<file path="config.mk">
export PLATFORM = sky130hd
export DESIGN_NAME = wpm_unit
export DESIGN_NICKNAME = d
export VERILOG_FILES = /design/src/rtl/wpm_pkg.sv /design/src/rtl/wpm_regs.sv /design/src/rtl/wpm_lane_decode.sv /design/src/rtl/wpm_ctx_cmp.sv /design/src/rtl/wpm_unit.sv
export SDC_FILE = /design/constraint.sdc
export NUM_CORES = 1
export LEC_CHECK = 0
export BUFFER_PORTS_ARGS = -buffer_cell sky130_fd_sc_hd__buf_2
export CAP_MARGIN = 5
export CORE_MARGIN = 8
export CORE_UTILIZATION = 50
export CTS_CLUSTER_DIAMETER = 30
export DETAILED_ROUTE_END_ITERATION = 6
export PLACE_DENSITY = 0.77
export RECOVER_POWER = 50
export SYNTH_ARGS = -nofsm -noshare
export SYNTH_HDL_FRONTEND = slang
export SYNTH_SLANG_ARGS = --single-unit
</file>
<file path="constraint.sdc">
create_clock -name clk -period 2.6 [get_ports clk]
set_input_delay 0.26 -clock clk [delete_from_list [all_inputs] [get_ports clk]]
set_output_delay 0.26 -clock clk [all_outputs]
set_load 0.005 [all_outputs]
</file>
<file path="src/rtl/wpm_pkg.sv">
package wpm_pkg;

  // Control register field positions
  localparam int CTL_EN_BIT   = 0;
  localparam int CTL_PRIV_LO  = 1;
  localparam int CTL_LS_LO    = 3;
  localparam int CTL_BAS_LO   = 5;
  localparam int CTL_IDX_LO   = 16;
  localparam int CTL_LINK_BIT = 20;

  typedef enum logic [1:0] {
    SZ_BYTE = 2'd0,
    SZ_HALF = 2'd1,
    SZ_WORD = 2'd2,
    SZ_WIDE = 2'd3
  } acc_size_e;

  typedef struct packed {
    logic       link;
    logic [3:0] idx;
    logic [3:0] bas;
    logic [1:0] ls;    // [0] loads, [1] stores
    logic [1:0] priv;  // [0] privileged, [1] user
    logic       en;
  } wctl_t;

  function automatic wctl_t ctl_unpack(input logic [31:0] d);
    wctl_t c;
    c.en   = d[CTL_EN_BIT];
    c.priv = d[CTL_PRIV_LO +: 2];
    c.ls   = d[CTL_LS_LO +: 2];
    c.bas  = d[CTL_BAS_LO +: 4];
    c.idx  = d[CTL_IDX_LO +: 4];
    c.link = d[CTL_LINK_BIT];
    return c;
  endfunction

endpackage

</file>
<file path="src/rtl/wpm_regs.sv">
module wpm_regs
  import wpm_pkg::*;
#(
  parameter int ADDR_W  = 32,
  parameter int DATA_W  = 32,
  parameter int CTX_W   = 8,
  parameter int NUM_CTX = 2,
  parameter int SEL_W   = 3
) (
  input  logic                           clk,
  input  logic                           rst_n,
  input  logic                           wr_en,
  input  logic [SEL_W-1:0]               wr_sel,
  input  logic [DATA_W-1:0]              wr_data,
  output logic [ADDR_W-1:0]              wval,
  output wctl_t                          wctl,
  output logic [NUM_CTX-1:0][CTX_W-1:0]  ctx_val,
  output logic [NUM_CTX-1:0]             ctx_en
);

  localparam logic [SEL_W-1:0] SEL_VAL = SEL_W'(0);
  localparam logic [SEL_W-1:0] SEL_CTL = SEL_W'(1);

  // Next-state: write enables and data
  logic              wval_we, wctl_we;
  logic [ADDR_W-1:0] wval_d;
  wctl_t             wctl_d;
  logic [31:0]       ctl_word;

  always_comb begin
    ctl_word = '0;
    ctl_word[DATA_W-1:0] = wr_data;
    wval_we  = wr_en && (wr_sel == SEL_VAL);
    wctl_we  = wr_en && (wr_sel == SEL_CTL);
    wval_d   = wr_data[ADDR_W-1:0];
    wctl_d   = ctl_unpack(ctl_word);
  end

  always_ff @(posedge clk or negedge rst_n) begin
    if (!rst_n)       wval <= '0;
    else if (wval_we) wval <= wval_d;
  end

  always_ff @(posedge clk or negedge rst_n) begin
    if (!rst_n)       wctl <= '0;
    else if (wctl_we) wctl <= wctl_d;
  end

  for (genvar k = 0; k < NUM_CTX; k++) begin : g_ctx
    localparam logic [SEL_W-1:0] SEL_CV = SEL_W'(2 + 2*k);
    localparam logic [SEL_W-1:0] SEL_CE = SEL_W'(3 + 2*k);
    logic cv_we, ce_we;

    always_comb begin
      cv_we = wr_en && (wr_sel == SEL_CV);
      ce_we = wr_en && (wr_sel == SEL_CE);
    end

    always_ff @(posedge clk or negedge rst_n) begin
      if (!rst_n)     ctx_val[k] <= '0;
      else if (cv_we) ctx_val[k] <= wr_data[CTX_W-1:0];
    end

    always_ff @(posedge clk or negedge rst_n) begin
      if (!rst_n)     ctx_en[k] <= 1'b0;
      else if (ce_we) ctx_en[k] <= wr_data[0];
    end

    // a comparator value only changes on its own write
    p_ctx_hold_r9: assert property (@(posedge clk) disable iff (!rst_n)
      !(wr_en && wr_sel == SEL_CV) |=> $stable(ctx_val[k]));
  end

  // write visible on the following cycle, not before
  p_val_write_r9: assert property (@(posedge clk) disable iff (!rst_n)
    (wr_en && wr_sel == SEL_VAL) |=> (wval == $past(wr_data[ADDR_W-1:0])));

  p_ctl_hold_r9: assert property (@(posedge clk) disable iff (!rst_n)
    !(wr_en && wr_sel == SEL_CTL) |=> $stable(wctl));

endmodule

</file>
<file path="src/rtl/wpm_lane_decode.sv">
module wpm_lane_decode
  import wpm_pkg::*;
(
  input  logic [1:0] offset,
  input  logic [1:0] size,
  output logic [3:0] lanes
);

  acc_size_e sz;

  always_comb begin
    sz = acc_size_e'(size);
    unique case (sz)
      SZ_BYTE: lanes = 4'b0001 << offset;
      SZ_HALF: lanes = offset[1] ? 4'b1100 : 4'b0011;
      default: lanes = 4'b1111;
    endcase
  end

endmodule

</file>
<file path="src/rtl/wpm_ctx_cmp.sv">
module wpm_ctx_cmp #(
  parameter int CTX_W = 8
) (
  input  logic             en,
  input  logic [CTX_W-1:0] val,
  input  logic [CTX_W-1:0] cur,
  output logic             hit
);

  always_comb hit = en && (val == cur);

endmodule

</file>
<file path="src/rtl/wpm_unit.sv">
module wpm_unit
  import wpm_pkg::*;
#(
  parameter int ADDR_W  = 32,
  parameter int DATA_W  = 32,
  parameter int CTX_W   = 8,
  parameter int NUM_CTX = 2,
  parameter int SEL_W   = $clog2(2 + 2*NUM_CTX)
) (
  input  logic              clk,
  input  logic              rst_n,
  input  logic              wr_en,
  input  logic [SEL_W-1:0]  wr_sel,
  input  logic [DATA_W-1:0] wr_data,
  input  logic              acc_valid,
  input  logic [ADDR_W-1:0] acc_addr,
  input  logic              acc_store,
  input  logic              acc_priv,
  input  logic [1:0]        acc_size,
  input  logic [CTX_W-1:0]  acc_ctx,
  output logic              wp_hit
);

  localparam logic [4:0] NCTX5 = 5'(NUM_CTX);

  // Reset: asserted asynchronously, released on the clock
  logic [1:0] rst_sync;
  logic       rst_n_int;

  always_ff @(posedge clk or negedge rst_n) begin
    if (!rst_n) rst_sync <= 2'b00;
    else        rst_sync <= {rst_sync[0], 1'b1};
  end
  assign rst_n_int = rst_sync[1];

  // Programmable state
  logic [ADDR_W-1:0]             wval;
  wctl_t                         wctl;
  logic [NUM_CTX-1:0][CTX_W-1:0] ctx_val;
  logic [NUM_CTX-1:0]            ctx_en;

  wpm_regs #(
    .ADDR_W (ADDR_W),
    .DATA_W (DATA_W),
    .CTX_W  (CTX_W),
    .NUM_CTX(NUM_CTX),
    .SEL_W  (SEL_W)
  ) regs_i (
    .clk    (clk),
    .rst_n  (rst_n_int),
    .wr_en  (wr_en),
    .wr_sel (wr_sel),
    .wr_data(wr_data),
    .wval   (wval),
    .wctl   (wctl),
    .ctx_val(ctx_val),
    .ctx_en (ctx_en)
  );

  // Byte lanes touched by the access
  logic [3:0] lanes;

  wpm_lane_decode lanes_i (
    .offset(acc_addr[1:0]),
    .size  (acc_size),
    .lanes (lanes)
  );

  // Context comparator bank
  logic [NUM_CTX-1:0] ctx_hit;

  for (genvar k = 0; k < NUM_CTX; k++) begin : g_cmp
    wpm_ctx_cmp #(.CTX_W(CTX_W)) cmp_i (
      .en (ctx_en[k]),
      .val(ctx_val[k]),
      .cur(acc_ctx),
      .hit(ctx_hit[k])
    );
  end

  // Condition evaluation
  logic addr_ok, priv_ok, ls_ok, lane_ok, link_sel_hit, ctx_ok, match, hit_d;

  always_comb begin
    link_sel_hit = 1'b0;
    for (int k = 0; k < NUM_CTX; k++) begin
      if (wctl.idx == 4'(k)) link_sel_hit = ctx_hit[k];
    end
    addr_ok = (acc_addr[ADDR_W-1:2] == wval[ADDR_W-1:2]);
    priv_ok = acc_priv  ? wctl.priv[0] : wctl.priv[1];
    ls_ok   = acc_store ? wctl.ls[1]   : wctl.ls[0];
    lane_ok = |(wctl.bas & lanes);
    ctx_ok  = !wctl.link || link_sel_hit;
    match   = wctl.en && addr_ok && priv_ok && ls_ok && lane_ok && ctx_ok;
    hit_d   = acc_valid && match;
  end

  always_ff @(posedge clk or negedge rst_n_int) begin
    if (!rst_n_int) wp_hit <= 1'b0;
    else            wp_hit <= hit_d;
  end

  // Assertions
  p_idle_no_hit_r8: assert property (@(posedge clk) disable iff (!rst_n_int)
    !acc_valid |=> !wp_hit);

  p_disabled_no_hit_r2: assert property (@(posedge clk) disable iff (!rst_n_int)
    (acc_valid && !wctl.en) |=> !wp_hit);

  p_priv_none_r3: assert property (@(posedge clk) disable iff (!rst_n_int)
    (acc_valid && wctl.priv == 2'b00) |=> !wp_hit);

  p_ls_none_r4: assert property (@(posedge clk) disable iff (!rst_n_int)
    (acc_valid && wctl.ls == 2'b00) |=> !wp_hit);

  p_byte_one_lane_r5: assert property (@(posedge clk) disable iff (!rst_n_int)
    (acc_valid && acc_size == 2'd0) |-> $countones(lanes) == 1);

  p_link_range_r6: assert property (@(posedge clk) disable iff (!rst_n_int)
    (acc_valid && wctl.link && ({1'b0, wctl.idx} >= NCTX5)) |=> !wp_hit);

  p_addr_word_r1: assert property (@(posedge clk) disable iff (!rst_n_int)
    wp_hit |-> ($past(acc_addr[ADDR_W-1:2]) == $past(wval[ADDR_W-1:2])));

endmodule

</file>
==> impl_results.md <==
- Crit path DAT: 1.79 ns
- CTS buffer count: 9
- Synthesized net count: 301
- Filler cell count in the final layout: 466
- Overall track demand over capacity in global routing: 15.2%
- Largest driver fanout on the critical path: 2
- Horizontal extent of the die: 95.0 um
- Finish-stage setup viols: 0
- Clock transition at path regs: 0.07 ns
- Final Hold Fails: 0
- WP buf/inv: 0
- Worst Hold End: regs_i.wval[12]$_DFFE_PN0P_
- Initial core utilization: 52.1%
- Layout-stage area growth over the synthesis result: 23.4%
- Max Cap Viol: 0
- Fraction of final layout cells sized beyond drive strength 1: 51.7%
- Iteration-0 DRC count of the detailed router: 59
- Routability congestion estimate from global placement: 0.780
- Worst min-delay path startpoint: wr_data[12]
- Transition time of the tightest slew-check pin: 1.31 ns
- Clk Latency, worst-skew pair: 0.34 ns
- Average vias per placed instance: 5.11
- Worst ir drop on vdd: 0.439 mV
- Cell class contributing the biggest share of worst-path delay: simple AND/OR/NAND/NOR gates
- H-Tree Level Count: 3
- Setup skew after layout: 0.00922 ns
- Area used by multi-input combinational logic: 0.00144 mm^2
- Routed vias: 1,992
- R2R cell count: 5
- Clk buf depth: 2
- Delay of the slowest cell on the worst path: 0.41 ns
- Master cell of the clock root buffer: sky130_fd_sc_hd__clkbuf_8
- Number of flip-flops and latches in the synthesized netlist: 65
- CTS tree: yes
- Critical-path cell with the highest stage delay: sky130_fd_sc_hd__nor4_1
- Status: complete, no violations
- Leftover overflow at the end of global routing: 0
- Drt drc: 0
- Worst r2r dst: wp_hit$_DFF_PN0_
- Initial antenna violation count: 0
- Setup repair after global routing missed its margin: false
- Clock net sink count: 65
- Number of iterations in the first detailed-routing pass: 4
- Pin count of the biggest net entering global routing: 33
- Crit path capture type: register
- Sequential element share of the synthesized area: 52.1%
- Synth cell types: 29
- Count of cells along the worst hold path: 2
- Total area of sequential cells: 0.00163 mm^2
- Wirelength, routed: 6510 um
- Worst hold-check path type: in -> reg
- I/O Buffers: 83
- Gate count of the mapped netlist: 218
- Reg-to-reg slack, setup: 1.06 ns
- Critical-path cell list: xnor2_1 > nand4_1 > nor4_1 > nand2_1 > nor4_1
- ANT cells: 0
- Critical path launch point type: register
- Number of placed I/O pins: 84
- DP Wirelength: 5080 um
- Min Hold Slack: 0.148 ns
- Via count of the first global-routing pass: 2,181
- Data required, critical path: 2.85 ns
- Floorplan die height: 95.0 um
- Fmax achieved: 648 MHz
- Type of the setup path with the least slack: reg -> reg
- Core area: 0.00599 mm^2
- Synthesized area per cell: 14.3 um^2
- Std-Cell Rows: 28
- Cell with the most instances on the worst path: sky130_fd_sc_hd__nor4_1
- Cell area after technology mapping: 0.00312 mm^2
- Die footprint: 0.00903 mm^2
- Sum Neg Setup Slack: 0 ns
- Pins over their slew limit: 0
- Final clock period utilization by the worst path: 59.3%
- Beginning of the worst register-to-register path: regs_i.wval[9]$_DFFE_PN0P_
- Leakage power figure: 1.73 nW
- Headroom to the max-slew limit: 12.5%
- Power Dens Cells: 754 mW/mm^2
- Minimum clock period: 1.54 ns
- Final ANT Viol Nets: 0
- Post-CTS setup buffers: 0
- Number of warning messages in the yosys log: 0
- First-pass GRT wire length: 10,500 um
- Total number of nets in the final design: 393
- Routed wire length per instance: 16.7 um
-- through the flow --
stage	cell area (um^2)	std cells	worst slack, ns	total power (W)	utilization [%]
finish	3850	390	1.06	0.00290	64.3
global route	3850	390	0.909	0.00305	64.3
CTS	3850	390	1.05	0.00293	64.3
detailed placement	3620	373	0.992	0.00196	60.4
global placement	3620	373	1.02	0.00193	60.4
floorplan	3120	218	0.656	0.00177	-
-- how the worst max path moves through the flow --
| stage | from | endpoint | slack [ns] | cells after the start |
|---|---|---|---|---|
| 5_1_grt | regs_i.wctl[11]$_DFFE_PN0P_ | wp_hit$_DFF_PN0_ | 0.91 | 5 |
| 4_1_cts | regs_i.wctl[11]$_DFFE_PN0P_ | wp_hit$_DFF_PN0_ | 1.05 | 5 |
| 6_report | regs_i.wval[9]$_DFFE_PN0P_ | wp_hit$_DFF_PN0_ | 1.06 | 5 |
| 3_5_place_dp | wr_sel[0] | regs_i.wval[22]$_DFFE_PN0P_ | 0.99 | 4 |
| 2_1_floorplan | rst_sync[1]$_DFF_PN0_ | regs_i.ctx_en[0]$_DFFE_PN0P_ | 0.66 | 0 |
| 3_3_place_gp | wr_sel[0] | regs_i.wval[28]$_DFFE_PN0P_ | 1.02 | 4 |
-- sequential cells by signal (all words and copies together) (netlist names) --
name / count
rst_sync: 2
regs_i.wctl: 14
wp_hit: 1
regs_i.ctx_en: 2
regs_i.wval: 30
regs_i.ctx_val: 16
-- synthesized netlist by cell type, drive strengths merged --
cell | n | area share, %
nand2 | 2 | 0.24
nand3 | 4 | 0.64
dfrtp | 65 | 52
and4bb | 1 | 0.40
nor2 | 1 | 0.12
nor4bb | 1 | 0.32
xnor2 | 30 | 8.4
o31ai | 1 | 0.24
nor4 | 5 | 1.0
xor2 | 16 | 4.5
buf | 6 | 2.1
nor2b | 1 | 0.20
conb | 1 | 0.12
nand4 | 7 | 1.4
o41ai | 1 | 0.28
nor4b | 2 | 1.0
a21oi | 1 | 0.16
mux2 | 62 | 24
nor3 | 4 | 1.0
mux2i | 4 | 1.3
nand4b | 2 | 0.56
o221ai | 1 | 0.28
-- repair_timing --
action | 4_1_cts | 5_1_grt
hold buffers | 1 | 0
endpoints found under the hold margin | 2 | 0
setup endpoints to repair | 0 | 0
gates resized for setup | 0 | 0
-- layout make-up --
| type | instances | share of cell area [%] |
|---|---|---|
| well taps | 75 | 2.44 |
| multi-input cells | 147 | 37.5 |
| clock buffers | 11 | 3.93 |
| flip-flops and latches | 65 | 42.2 |
| clock inverters | 5 | 2.01 |
| repair buffers | 87 | 11.9 |
-- metal layers --
layer / GRT usage, % / wire length [um] / vias up
met2: 24.4 / 3220 / 50
met4: 4.68 / 66 / 0
met5: 0 / 0 / -
met1: 18.5 / 2740 / 976
met3: 5.82 / 478 / 6
li1: - / - / 960
-- cells by family after synthesis --
group | Yosys count | synth area share, %
buf+inv | 6 | 2.12
flops | 65 | 52.1
other cells | 1 | 0.120
xor+xnor | 46 | 12.9
compound gates | 4 | 0.962
mux | 66 | 24.8
simple gates | 30 | 6.93
-- layout by cell type, fill, tap and decap left out, types with 2 or more instances in the layout --
| cell type | Yosys | final |
|---|---|---|
| sky130_fd_sc_hd__mux2_1 | 2 | 2 |
| sky130_fd_sc_hd__nand2_1 | 2 | 2 |
| sky130_fd_sc_hd__nand3_1 | 4 | 4 |
| sky130_fd_sc_hd__clkbuf_8 | 0 | 11 |
| sky130_fd_sc_hd__nor4_1 | 5 | 5 |
| sky130_fd_sc_hd__clkinv_2 | 0 | 2 |
| sky130_fd_sc_hd__dfrtp_1 | 65 | 65 |
| sky130_fd_sc_hd__nor3_1 | 3 | 3 |
| sky130_fd_sc_hd__clkbuf_1 | 0 | 2 |
| sky130_fd_sc_hd__bufinv_16 | 0 | 2 |
| sky130_fd_sc_hd__mux2_4 | 10 | 10 |
| sky130_fd_sc_hd__xor2_1 | 16 | 16 |
| sky130_fd_sc_hd__nand4b_1 | 2 | 2 |
| sky130_fd_sc_hd__mux2_2 | 50 | 50 |
| sky130_fd_sc_hd__buf_4 | 1 | 2 |
| sky130_fd_sc_hd__nand4_1 | 7 | 7 |
| sky130_fd_sc_hd__xnor2_1 | 30 | 30 |
| sky130_fd_sc_hd__buf_2 | 1 | 81 |
| sky130_fd_sc_hd__mux2i_1 | 4 | 4 |
-- where the power goes --
| group | leakage [nW] | switching (W) | total [W] | internal (W) |
|---|---|---|---|---|
| clock network | 0.115 | 0.000384 | 0.000973 | 0.000589 |
| registers | 0.781 | 0.000155 | 0.00138 | 0.00123 |
| logic | 0.830 | 0.000191 | 0.000549 | 0.000358 |
Power figures use the tool's default switching activity.
